--- config.mk ---
export PLATFORM = sky130hd
export DESIGN_NAME = wp_slave_top
export DESIGN_NICKNAME = d
export VERILOG_FILES = /design/src/rtl/wp_pkg.sv /design/src/rtl/wp_bus_sync.sv /design/src/rtl/wp_byte_rx.sv /design/src/rtl/wp_reg_bank.sv /design/src/rtl/wp_slave_top.sv
export SDC_FILE = /design/constraint.sdc
export NUM_CORES = 1
export LEC_CHECK = 0
export ABC_CLOCK_PERIOD_IN_PS = 2440
export BUFFER_PORTS_ARGS = -buffer_cell sky130_fd_sc_hd__buf_2
export CAP_MARGIN = 20
export CORE_UTILIZATION = 59
export CTS_CLUSTER_SIZE = 24
export DETAILED_ROUTE_END_ITERATION = 10
export PLACE_DENSITY = 0.81
export SKIP_LAST_GASP = 1
export SYNTH_ARGS = -nofsm -noshare
export SYNTH_HDL_FRONTEND = slang
export SYNTH_HIERARCHICAL = 1
export SYNTH_SLANG_ARGS = --single-unit
--- constraint.sdc ---
create_clock -name clk -period 2.44 [get_ports clk]
set_input_delay 0.122 -clock clk [delete_from_list [all_inputs] [get_ports clk]]
set_output_delay 0.122 -clock clk [all_outputs]
set_load 0.1 [all_outputs]
--- src/rtl/wp_pkg.sv ---
package wp_pkg;
    localparam int VAL_W     = 6;
    localparam int BYTE_BITS = 8;
    localparam int STRAP_W   = 3;
    localparam logic [3:0] ADDR_FIXED = 4'b0101;

    typedef enum logic [2:0] {
        ST_IDLE, ST_ADDR, ST_ADDR_ACK, ST_DATA, ST_DATA_ACK
    } bus_state_e;

    typedef enum logic [1:0] {
        SEL_W0 = 2'b00, SEL_W1 = 2'b01, SEL_CFG = 2'b10, SEL_NONE = 2'b11
    } reg_sel_e;

    typedef struct packed {
        reg_sel_e          sel;
        logic [VAL_W-1:0]  val;
    } cmd_t;

    typedef struct packed {
        logic start;
        logic stop;
        logic scl_rise;
        logic scl_fall;
        logic scl_lvl;
        logic sda_lvl;
    } bus_ev_t;

    function automatic logic addr_hit(input logic [7:0] b, input logic [STRAP_W-1:0] s);
        return (b[7:1] == {ADDR_FIXED, s}) && (b[0] == 1'b0);
    endfunction
endpackage

--- src/rtl/wp_bus_sync.sv ---
module wp_bus_sync
    import wp_pkg::*;
#(
    parameter int SYNC_STAGES = 2
) (
    input  logic    clk,
    input  logic    rst,
    input  logic    scl_i,
    input  logic    sda_i,
    output bus_ev_t ev
);
    logic [SYNC_STAGES-1:0] scl_pipe, sda_pipe;
    logic scl_q, sda_q;
    logic scl_s, sda_s;

    assign scl_s = scl_pipe[SYNC_STAGES-1];
    assign sda_s = sda_pipe[SYNC_STAGES-1];

    always_ff @(posedge clk) begin
        if (rst) begin
            scl_pipe <= '1;
            sda_pipe <= '1;
            scl_q    <= 1'b1;
            sda_q    <= 1'b1;
        end else begin
            scl_pipe <= {scl_pipe[SYNC_STAGES-2:0], scl_i};
            sda_pipe <= {sda_pipe[SYNC_STAGES-2:0], sda_i};
            scl_q    <= scl_s;
            sda_q    <= sda_s;
        end
    end

    always_comb begin
        ev.start    = scl_s & scl_q & sda_q & ~sda_s;
        ev.stop     = scl_s & scl_q & ~sda_q & sda_s;
        ev.scl_rise = scl_s & ~scl_q;
        ev.scl_fall = ~scl_s & scl_q;
        ev.scl_lvl  = scl_s;
        ev.sda_lvl  = sda_s;
    end
endmodule

--- src/rtl/wp_byte_rx.sv ---
module wp_byte_rx
    import wp_pkg::*;
(
    input  logic               clk,
    input  logic               rst,
    input  bus_ev_t            ev,
    input  logic               chip_en,
    input  logic [STRAP_W-1:0] strap,
    output logic               sda_pull,
    output logic               byte_stb,
    output cmd_t               cmd,
    output logic               stop_stb
);
    localparam int CNT_W = $clog2(BYTE_BITS + 1);

    bus_state_e       state;
    logic [CNT_W-1:0] bit_cnt;
    logic [7:0]       shreg;
    logic             addressed;

    assign cmd       = cmd_t'(shreg);
    assign addressed = (state == ST_ADDR_ACK) || (state == ST_DATA) || (state == ST_DATA_ACK);

    always_ff @(posedge clk) begin
        if (rst) begin
            state    <= ST_IDLE;
            bit_cnt  <= '0;
            shreg    <= '0;
            sda_pull <= 1'b0;
            byte_stb <= 1'b0;
            stop_stb <= 1'b0;
        end else begin
            byte_stb <= 1'b0;
            stop_stb <= 1'b0;
            if (!chip_en) begin
                state    <= ST_IDLE;
                bit_cnt  <= '0;
                sda_pull <= 1'b0;
            end else if (ev.start) begin
                state    <= ST_ADDR;
                bit_cnt  <= '0;
                sda_pull <= 1'b0;
            end else if (ev.stop) begin
                stop_stb <= addressed;
                state    <= ST_IDLE;
                bit_cnt  <= '0;
                sda_pull <= 1'b0;
            end else begin
                case (state)
                    ST_ADDR, ST_DATA: begin
                        if (ev.scl_rise && bit_cnt < CNT_W'(BYTE_BITS)) begin
                            shreg   <= {shreg[6:0], ev.sda_lvl};
                            bit_cnt <= bit_cnt + 1'b1;
                        end else if (ev.scl_fall && bit_cnt == CNT_W'(BYTE_BITS)) begin
                            bit_cnt <= '0;
                            if (state == ST_ADDR) begin
                                if (addr_hit(shreg, strap)) begin
                                    sda_pull <= 1'b1;
                                    state    <= ST_ADDR_ACK;
                                end else begin
                                    state    <= ST_IDLE;
                                end
                            end else begin
                                sda_pull <= 1'b1;
                                byte_stb <= 1'b1;
                                state    <= ST_DATA_ACK;
                            end
                        end
                    end
                    ST_ADDR_ACK, ST_DATA_ACK: begin
                        if (ev.scl_fall) begin
                            sda_pull <= 1'b0;
                            bit_cnt  <= '0;
                            state    <= ST_DATA;
                        end
                    end
                    default: state <= ST_IDLE;
                endcase
            end
        end
    end

    AST_ACK_STARTS_SCL_LOW: assert property (@(posedge clk) disable iff (rst)
        $rose(sda_pull) |-> !ev.scl_lvl);
    AST_RELEASE_ON_DISABLE: assert property (@(posedge clk) disable iff (rst)
        !chip_en |=> !sda_pull);
    AST_STROBE_NEEDS_ACK: assert property (@(posedge clk) disable iff (rst)
        byte_stb |-> sda_pull);
endmodule

--- src/rtl/wp_reg_bank.sv ---
module wp_reg_bank
    import wp_pkg::*;
(
    input  logic             clk,
    input  logic             rst,
    input  logic             byte_stb,
    input  cmd_t             cmd,
    input  logic             stop_stb,
    output logic [VAL_W-1:0] wiper0,
    output logic [VAL_W-1:0] wiper1,
    output logic [VAL_W-1:0] cfg,
    output logic             store_req
);
    always_ff @(posedge clk) begin
        if (rst) begin
            wiper0    <= '0;
            wiper1    <= '0;
            cfg       <= '0;
            store_req <= 1'b0;
        end else begin
            store_req <= stop_stb & cfg[0];
            if (byte_stb) begin
                case (cmd.sel)
                    SEL_W0:  wiper0 <= cmd.val;
                    SEL_W1:  wiper1 <= cmd.val;
                    SEL_CFG: cfg    <= cmd.val;
                    default: ;
                endcase
            end
        end
    end

    AST_STORE_ONE_CYCLE: assert property (@(posedge clk) disable iff (rst)
        store_req |=> !store_req);
    AST_STORE_AFTER_STOP: assert property (@(posedge clk) disable iff (rst)
        store_req |-> $past(stop_stb));
    AST_STORE_NV_ONLY: assert property (@(posedge clk) disable iff (rst)
        store_req |-> cfg[0]);
    AST_REGS_HOLD: assert property (@(posedge clk) disable iff (rst)
        !byte_stb |=> ($stable(wiper0) && $stable(wiper1) && $stable(cfg)));
endmodule

--- src/rtl/wp_slave_top.sv ---
module wp_slave_top
    import wp_pkg::*;
#(
    parameter int SYNC_STAGES = 2
) (
    input  logic               clk,
    input  logic               rst,
    input  logic               scl_i,
    input  logic               sda_i,
    input  logic               chip_en,
    input  logic [STRAP_W-1:0] strap,
    output logic               sda_pull,
    output logic [VAL_W-1:0]   wiper0,
    output logic [VAL_W-1:0]   wiper1,
    output logic [VAL_W-1:0]   cfg,
    output logic               store_req
);
    bus_ev_t ev;
    cmd_t    cmd;
    logic    byte_stb;
    logic    stop_stb;

    wp_bus_sync #(.SYNC_STAGES(SYNC_STAGES)) u_sync (
        .clk(clk), .rst(rst), .scl_i(scl_i), .sda_i(sda_i), .ev(ev)
    );

    wp_byte_rx u_rx (
        .clk(clk), .rst(rst), .ev(ev), .chip_en(chip_en), .strap(strap),
        .sda_pull(sda_pull), .byte_stb(byte_stb), .cmd(cmd), .stop_stb(stop_stb)
    );

    wp_reg_bank u_regs (
        .clk(clk), .rst(rst), .byte_stb(byte_stb), .cmd(cmd), .stop_stb(stop_stb),
        .wiper0(wiper0), .wiper1(wiper1), .cfg(cfg), .store_req(store_req)
    );
endmodule

; Yosys cells after proc, flatten, opt, wreduce, memory -nomap -nowiden
; Cells that the tools add are included.
[word_totals]
wordCells = 91
regBits = 43
input_bits = 8
[classes]
eq_ne = 16
order_cmp = 1
reduce_logical = 21
bitwise = 18
mux = 19
n_addsub = 1
[op_table]
columns = op, n
row1 = 3-bit 2-to-1 mux, 4
row2 = 4-bit 2-to-1 mux, 3
row3 = 1-bit inverter, 10
row4 = 5-bit AND reduction, 2
row5 = 3-bit AND reduction, 3
row6 = 1-bit bitwise AND, 8
row7 = 1-bit 2-to-1 mux, 8
row8 = "4-bit by 3-bit != test with 1-bit output, second input constant", 2
row9 = 4-bit case mux with 2 select lines, 1
row10 = 4-bit OR reduction, 2
row11 = 7-bit by 6-bit equality test with 1-bit output, 1
row12 = 7-bit OR reduction, 1
row13 = "3-bit by 2-bit equality test with 1-bit output, second input constant", 2
row14 = 3-bit case mux with 2 select lines, 1
row15 = 2-bit AND reduction, 3
row16 = 2-bit OR reduction, 3
row17 = "4-bit by 1-bit adder with 4-bit output, second input constant", 1
row18 = "4-bit equality test, second input constant", 1
row19 = "4-bit < comparator, second input constant", 1
row20 = "2-bit by 1-bit != test with 1-bit output, second input constant", 2
row21 = "4-bit != test, second input constant", 1
row22 = "3-bit by 1-bit equality test with 1-bit output, second input constant", 1
row23 = "3-bit equality test, second input constant", 1
row24 = 1-bit logical AND, 3
row25 = 10 further kinds, 11

; Longest topological paths before layout
; Gate-level depths: netlist of the first run.
[depth]
word_depth = 9
depth_mapped = 7
ltp_nobuf = 6

; Modules after synthesis
; Netlist of the first run, hierarchy kept.
[by_module_without_submodules]
columns = module, cells_per_inst, instances, seq_area_each_um2, area_each_um2
row1 = wp_byte_rx, 93, 1, 360.3, 868.3
row2 = wp_reg_bank, 72, 1, 380.4, 775.7
row3 = wp_bus_sync, 18, 1, 120.1, 205.2

; Worst setup path after synthesis of the first run
; Ideal clock, no wire load.
[synth_path]
path_kind = reg-to-reg
from = reg u_rx.bit_cnt[0]
to = reg u_rx.bit_cnt[1]
setup_time_ns = 0.116
path_stages_with_launch = 8
path_slack_ns = 0.873
required_time_ns = 2.324
arrival_time_ns = 1.450
cell_sequence = dfxtp_1 > inv_1 > ha_1 > and4b_1 > clkbuf_1 > o21ai_1 > a211oi_1 > a41o_1
[synth_between]
elab_chain_cells = 4
word_cells_on_any_way = 9
cone_classes = add/sub: 1 / order compare: 1 / eq/ne: 2 / mux: 2 / reduce/logical: 3
[synth_lines]
columns = item, line_no
row1 = from (decl), wp_byte_rx.sv:17  ; logic [CNT_W-1:0] bit_cnt;
row2 = from (signal assigned), wp_byte_rx.sv:53  ; bit_cnt <= bit_cnt + 1'b1;
row3 = 4-bit < comparator or 4-bit equality test (tied branches), "wp_byte_rx.sv:51, wp_byte_rx.sv:54"
row4 = 1-bit logical AND (on tied branches), "wp_byte_rx.sv:51, wp_byte_rx.sv:54"
row5 = 3-bit by 1-bit != test with 1-bit output (no line) or 4-bit 2-to-1 mux (tied branches), -
row6 = 3-bit AND reduction (no line) or 4-bit case mux with 2 select lines (tied branches), -
; Several ways; a longest one is shown, not always the timed one.
; A chain may end at the register's enable or synchronous reset.

==> flow_summary.ini, run 1 <==
[global_routing]
grt_pass1_vias = 1326
antenna_found_initial = 0
overflow = 0
grtUsageTotal_pct = 23.2
grt_max_degree = 42
grt_pass1_wl_um = 5760

[floorplan]
pin_count = 28
dieArea_mm2 = 0.00335
core-area_mm2 = 0.00285
fp.dieW_um = 57.9
die_h_um = 57.9
initial_core_util_pct = 64.6
row_count = 19

[sta]
fmax_mhz = 566
holdWs_ps = 40.6
maxSlewHeadroom_pct = 66.4
period_minus_slack_ps = 1770
finalCritPeriodShare_pct = 72.4
setup_violations = 0
hold_viol = 0
tightest_slew_ps = 503
slew_viol_final = 0
skew_ps = 17.1
rsz0062_at_grt = no
tns_ps = 0

[setup_path]
r2r_cells = 5
cp-startpoint = u_sync/sda_pipe[1]$_SDFF_PP1_
crit_path_start_kind = flip-flop
arrival_ps = 2050
timing.rr.start = u_sync/sda_pipe[1]$_SDFF_PP1_
cp-end-kind = flip-flop
cp_max_fo = 4
crit_type = reg2reg
required_ps = 2730

[synth]
yosysWarnings = 6
avgSynthCellArea_um2 = 10.1
syn_area_mm2 = 0.00184
syn_inst = 182
synth_nets = 192

[status]
failed_checks = DRC
status = complete, but fails checks

[place]
io_buffers = 27
dp.cells = 232
dp_hpwl_um = 2480
place.gp.congestion = 0.840

[clock_tree]
clockBufferDepth = 2
cts_sinks = 43
cts_tree = done
htreeDepth = 2
cts_setup_buffers = 0
cts_root_buffer = clkbuf_4
clk_latency_ps = 360
path_clk_slew_ps = 110
numCtsBuffers = 5

[hold_path]
hp-start = chip_en
holdCritPathClass = in2reg
hold_path_depth = 2

[detailed_routing]
dr.pass1.iters = 7
vias = 1362
drtAntennaViolNets = 0
wl_per_cell_um = 14.4
wl_um = 3480
drc = 3
routed_via_density = 5.63
drtIter0Drc = 42

[final_layout]
drive_gt1_share_pct = 18.0
finalCoreUtilization_pct = 73.7
area_growth_pct = 14.2
multi_input_area_um2 = 921
final_cells = 242
num_antenna_cells = 0
layout.nets = 220
fill_cells = 214
regArea_um2 = 861

[power_and_ir_drop]
power_density_mw_per_mm2 = 616
design_power_total_mw = 1.30
p_leak_nw = 0.969
max-vdd-ir-drop_v = 0.000453

[run]
maxCapViolCount = 0
[routing by layer]
metal	part of all wire [%]	vias to the layer above	global-route usage (%)
li1	-	691	-
met1	45	637	27.7
met2	49	30	38.9
met3	5.0	4	5.58
met4	0.89	0	11.6
met5	0	-	0
[metrics by stage]
stage / worst slack (ps) / area, µm²
after floorplan: 873 / 1840
after global placement: 795 / 1980
after detailed placement: 712 / 1980
after CTS: 683 / 2100
after global routing: 517 / 2100
final: 674 / 2100
[path summary, 6_finish.rpt]
check,end,slack (ps)
min reg2reg,u_sync/scl_pipe[1]$_SDFF_PP1_,410
min,u_rx/state[0]$_SDFFE_PP0P_,40
max,u_rx/bit_cnt[0]$_SDFFE_PP0P_,670
max reg2reg,u_rx/bit_cnt[0]$_SDFFE_PP0P_,670
[area by class of cell]
| type | instances | share of cell area (%) |
|---|---|---|
| clock buffer | 6 | 1.96 |
| clock inverter | 2 | 2.86 |
| inverter | 5 | 0.892 |
| multi-input combinational | 125 | 43.8 |
| sequential | 43 | 40.9 |
| tap | 31 | 1.84 |
| timing repair buffer | 30 | 7.73 |
[worst max-delay path: stages, from the launching register on]
cell and delay (ps):
dfxtp_1 390, and4b_1 260, nor4b_2 440, o211ai_1 240, a211o_1 330, o21ai_2 60
[flip-flops by register name, summed over array words and instances (netlist names)]
| name | flops |
|---|---|
| u_rx/state | 3 |
| u_sync/sda_pipe | 2 |
| u_regs/wiper0 | 6 |
| u_sync/sda_q | 1 |
| u_regs/cfg | 6 |
| u_rx/cmd | 8 |
| u_rx/byte_stb | 1 |
| u_regs/store_req | 1 |
| u_sync/scl_q | 1 |
| u_regs/wiper1 | 6 |
| u_rx/sda_pull | 1 |
| u_sync/scl_pipe | 2 |
| u_rx/bit_cnt | 4 |
| u_rx/stop_stb | 1 |
[report_power, final]
| part | switching [mW] | leakage (nW) | internal [mW] |
|---|---|---|---|
| registers | 0.00271 | 0.347 | 0.706 |
| clock network | 0.225 | 0.0525 | 0.320 |
| logic | 0.0210 | 0.569 | 0.0212 |
[layout by cell type (no fill, tap or decap), types with 5 or more instances in the layout]
cell type and n:
dfxtp_1 43, mux2i_1 26, nand3_1 6, or2_1 6, nor2_1 10, inv_1 5, nand2b_1 27, nor2b_1 5
clkbuf_4 5, buf_2 27
[what timing repair did]
action / in CTS / in global routing
endpoints found under the hold margin: 2 / 0
hold buffers: 2 / 0
gates resized for setup: 0 / 0
Power figures use the tool's default switching activity.
==> run 2: changes to the inputs <==
- ABC_CLOCK_PERIOD_IN_PS: 2440 -> 1500
- CORE_UTILIZATION: 59 -> 50
- PLACE_DENSITY: 0.81 -> 0.73
- clock period: 2.44 -> 1.5 ns (I/O delays scaled with it)
==> run 2 against run 1 <==
Hold slack gained 32 ps. Final cell count grew 16%. Design area grew 13%. The flow finishes with violations (setup timing). Highest routed layer unchanged.
==> flow_summary.ini, run 2 (synthesized netlist as in run 1, its figures left out) <==
[setup_path]
crit_type = reg2reg
timing.rr.start = u_sync/sda_pipe[1]$_SDFF_PP1_
cp_max_fo = 3
arrival_ps = 1800
required_ps = 1720
cp-end-kind = flip-flop
crit_path_start_kind = flip-flop
cp-startpoint = u_sync/sda_pipe[1]$_SDFF_PP1_

[final_layout]
finalCoreUtilization_pct = 69.2
final_cells = 280
layout_common_cells = 38 x dfxtp_1, 27 x buf_2, 27 x nand2b_1, 26 x mux2i_1, 23 x buf_4
design_area_mm2 = 0.00238
num_antenna_cells = 0
drive_gt1_share_pct = 34.2
mostFrequentLayoutCell = dfxtp_1
largest_reg_flops = 8
layout.nets = 244
area_growth_pct = 29.4

[clock_tree]
path_clk_slew_ps = 70
clk_latency_ps = 290
htreeDepth = 2
numCtsBuffers = 5
cts_root_buffer = clkbuf_8
cts_sinks = 43
clockBufferDepth = 2
cts_tree = done

[power_and_ir_drop]
max-vdd-ir-drop_v = 0.000441
switching_share_pct = 19.5
p_leak_nw = 1.11
p_clk_share_pct = 40.6
p_seq_share_pct = 55.0
p_switching_uw = 409
combPwrFrac_pct = 4.4
intPower_mw = 1.68
power_density_mw_per_mm2 = 878

[place]
place.gp.congestion = 0.951
io_buffers = 27
postPlaceCellArea_mm2 = 0.00214
pre_cts_ws_ps = -113
dp_hpwl_um = 2800
dp.cells = 263

[global_routing]
grtUsageTotal_pct = 22.9
grt_use_met3_pct = 6.93
grtUsageMet2_pct = 40.6
grt_max_degree = 42
use_met1_pct = 25.1
grt_pass1_vias = 1570
antenna_found_initial = 0
overflow = 0
grt_pass1_wl_um = 7050
busiest_layer = met2

[sta]
holdWs_ps = 73.0
period_minus_slack_ps = 1580
slew_viol_final = 0
layout_setup_ws_ps = -84.1
tightest_slew_ps = 488
hold_viol = 0
maxSlewHeadroom_pct = 67.7
setup_violations = 4
skew_ps = 3.05
finalCritPeriodShare_pct = 106
rsz0062_at_grt = yes
fmax_mhz = 631

[floorplan]
initial_core_util_pct = 53.5
die_h_um = 62.7
core-area_mm2 = 0.00344
pin_count = 28
row_count = 21
dieArea_mm2 = 0.00393
fp.dieW_um = 62.7

[run]
maxCapViolCount = 0

[detailed_routing]
wl_um = 4060
routed_via_density = 5.30
vias = 1483
drtAntennaViolNets = 0
wl_per_cell_um = 14.5
drc = 0
dr.pass1.iters = 4
drtIter0Drc = 78

[status]
failed_checks = setup timing
status = complete, but fails checks

[hold_path]
holdCritPathClass = in2reg
hp-start = chip_en
## run 2: cell count changes in the layout (fill, tap and decap cells not counted), sizes merged
| cell | before | now |
|---|---|---|
| bufinv | 2 | 1 |
| buf | 28 | 52 |
## run 2: path summary, 6_finish.rpt
check	cells after the start	slack (ps)	end
max	6	-80	u_rx/bit_cnt[2]$_SDFFE_PP0P_
max reg2reg	6	-80	u_rx/bit_cnt[2]$_SDFFE_PP0P_
min	2	70	u_rx/state[0]$_SDFFE_PP0P_
min reg2reg	1	410	u_sync/sda_pipe[1]$_SDFF_PP1_
## run 2: final cells by class
cell class,instances,area (µm²)
Sequential cell,43,867
Clock buffer,6,72.6
Multi-Input combinational cell,125,978
Fill cell,277,1060
Inverter,5,18.8
Clock inverter,1,30.0
Tap cell,46,57.6
Timing Repair Buffer,54,359
## run 2: stage by stage
step                      setup TNS (ps)  power [mW]
after global routing                -871        2.18
after CTS                          -79.5        2.11
final                               -170        2.09
after floorplan                        0        1.22
after detailed placement            -309        1.25
after global placement                 0        1.25
## run 2: power groups by stage
stage	Sequential, mW	Clock [mW]	Combinational (mW)
after floorplan	1.18	0	0.0437
after global placement	1.18	0	0.0734
after detailed placement	1.18	0	0.0770
after CTS	1.15	0.868	0.0872
after global routing	1.15	0.929	0.0986
final	1.15	0.851	0.0916
## run 2: worst max-delay path, cell delays in order, from the launching register on
cell and delay (ps):
dfxtp_2 340, and4b_2 260, nor4b_4 300, o211ai_1 200
buf_4 180, a21o_1 150, o21ai_1 90
## run 2: repair_timing
action,CTS,global route
endpoints found under the setup margin,4,14
hold endpoints to repair,2,0
pin swaps,9,5
buffers inserted,6,2
hold buffers,2,0
gates cloned,0,0
resized for setup,14,8
## run 2: routing by layer
metal  vias up  share of wire (%)
li1        726                  -
met1       701                 43
met2        39                 50
met3        17                3.9
met4         0                2.9
met5         -                  0
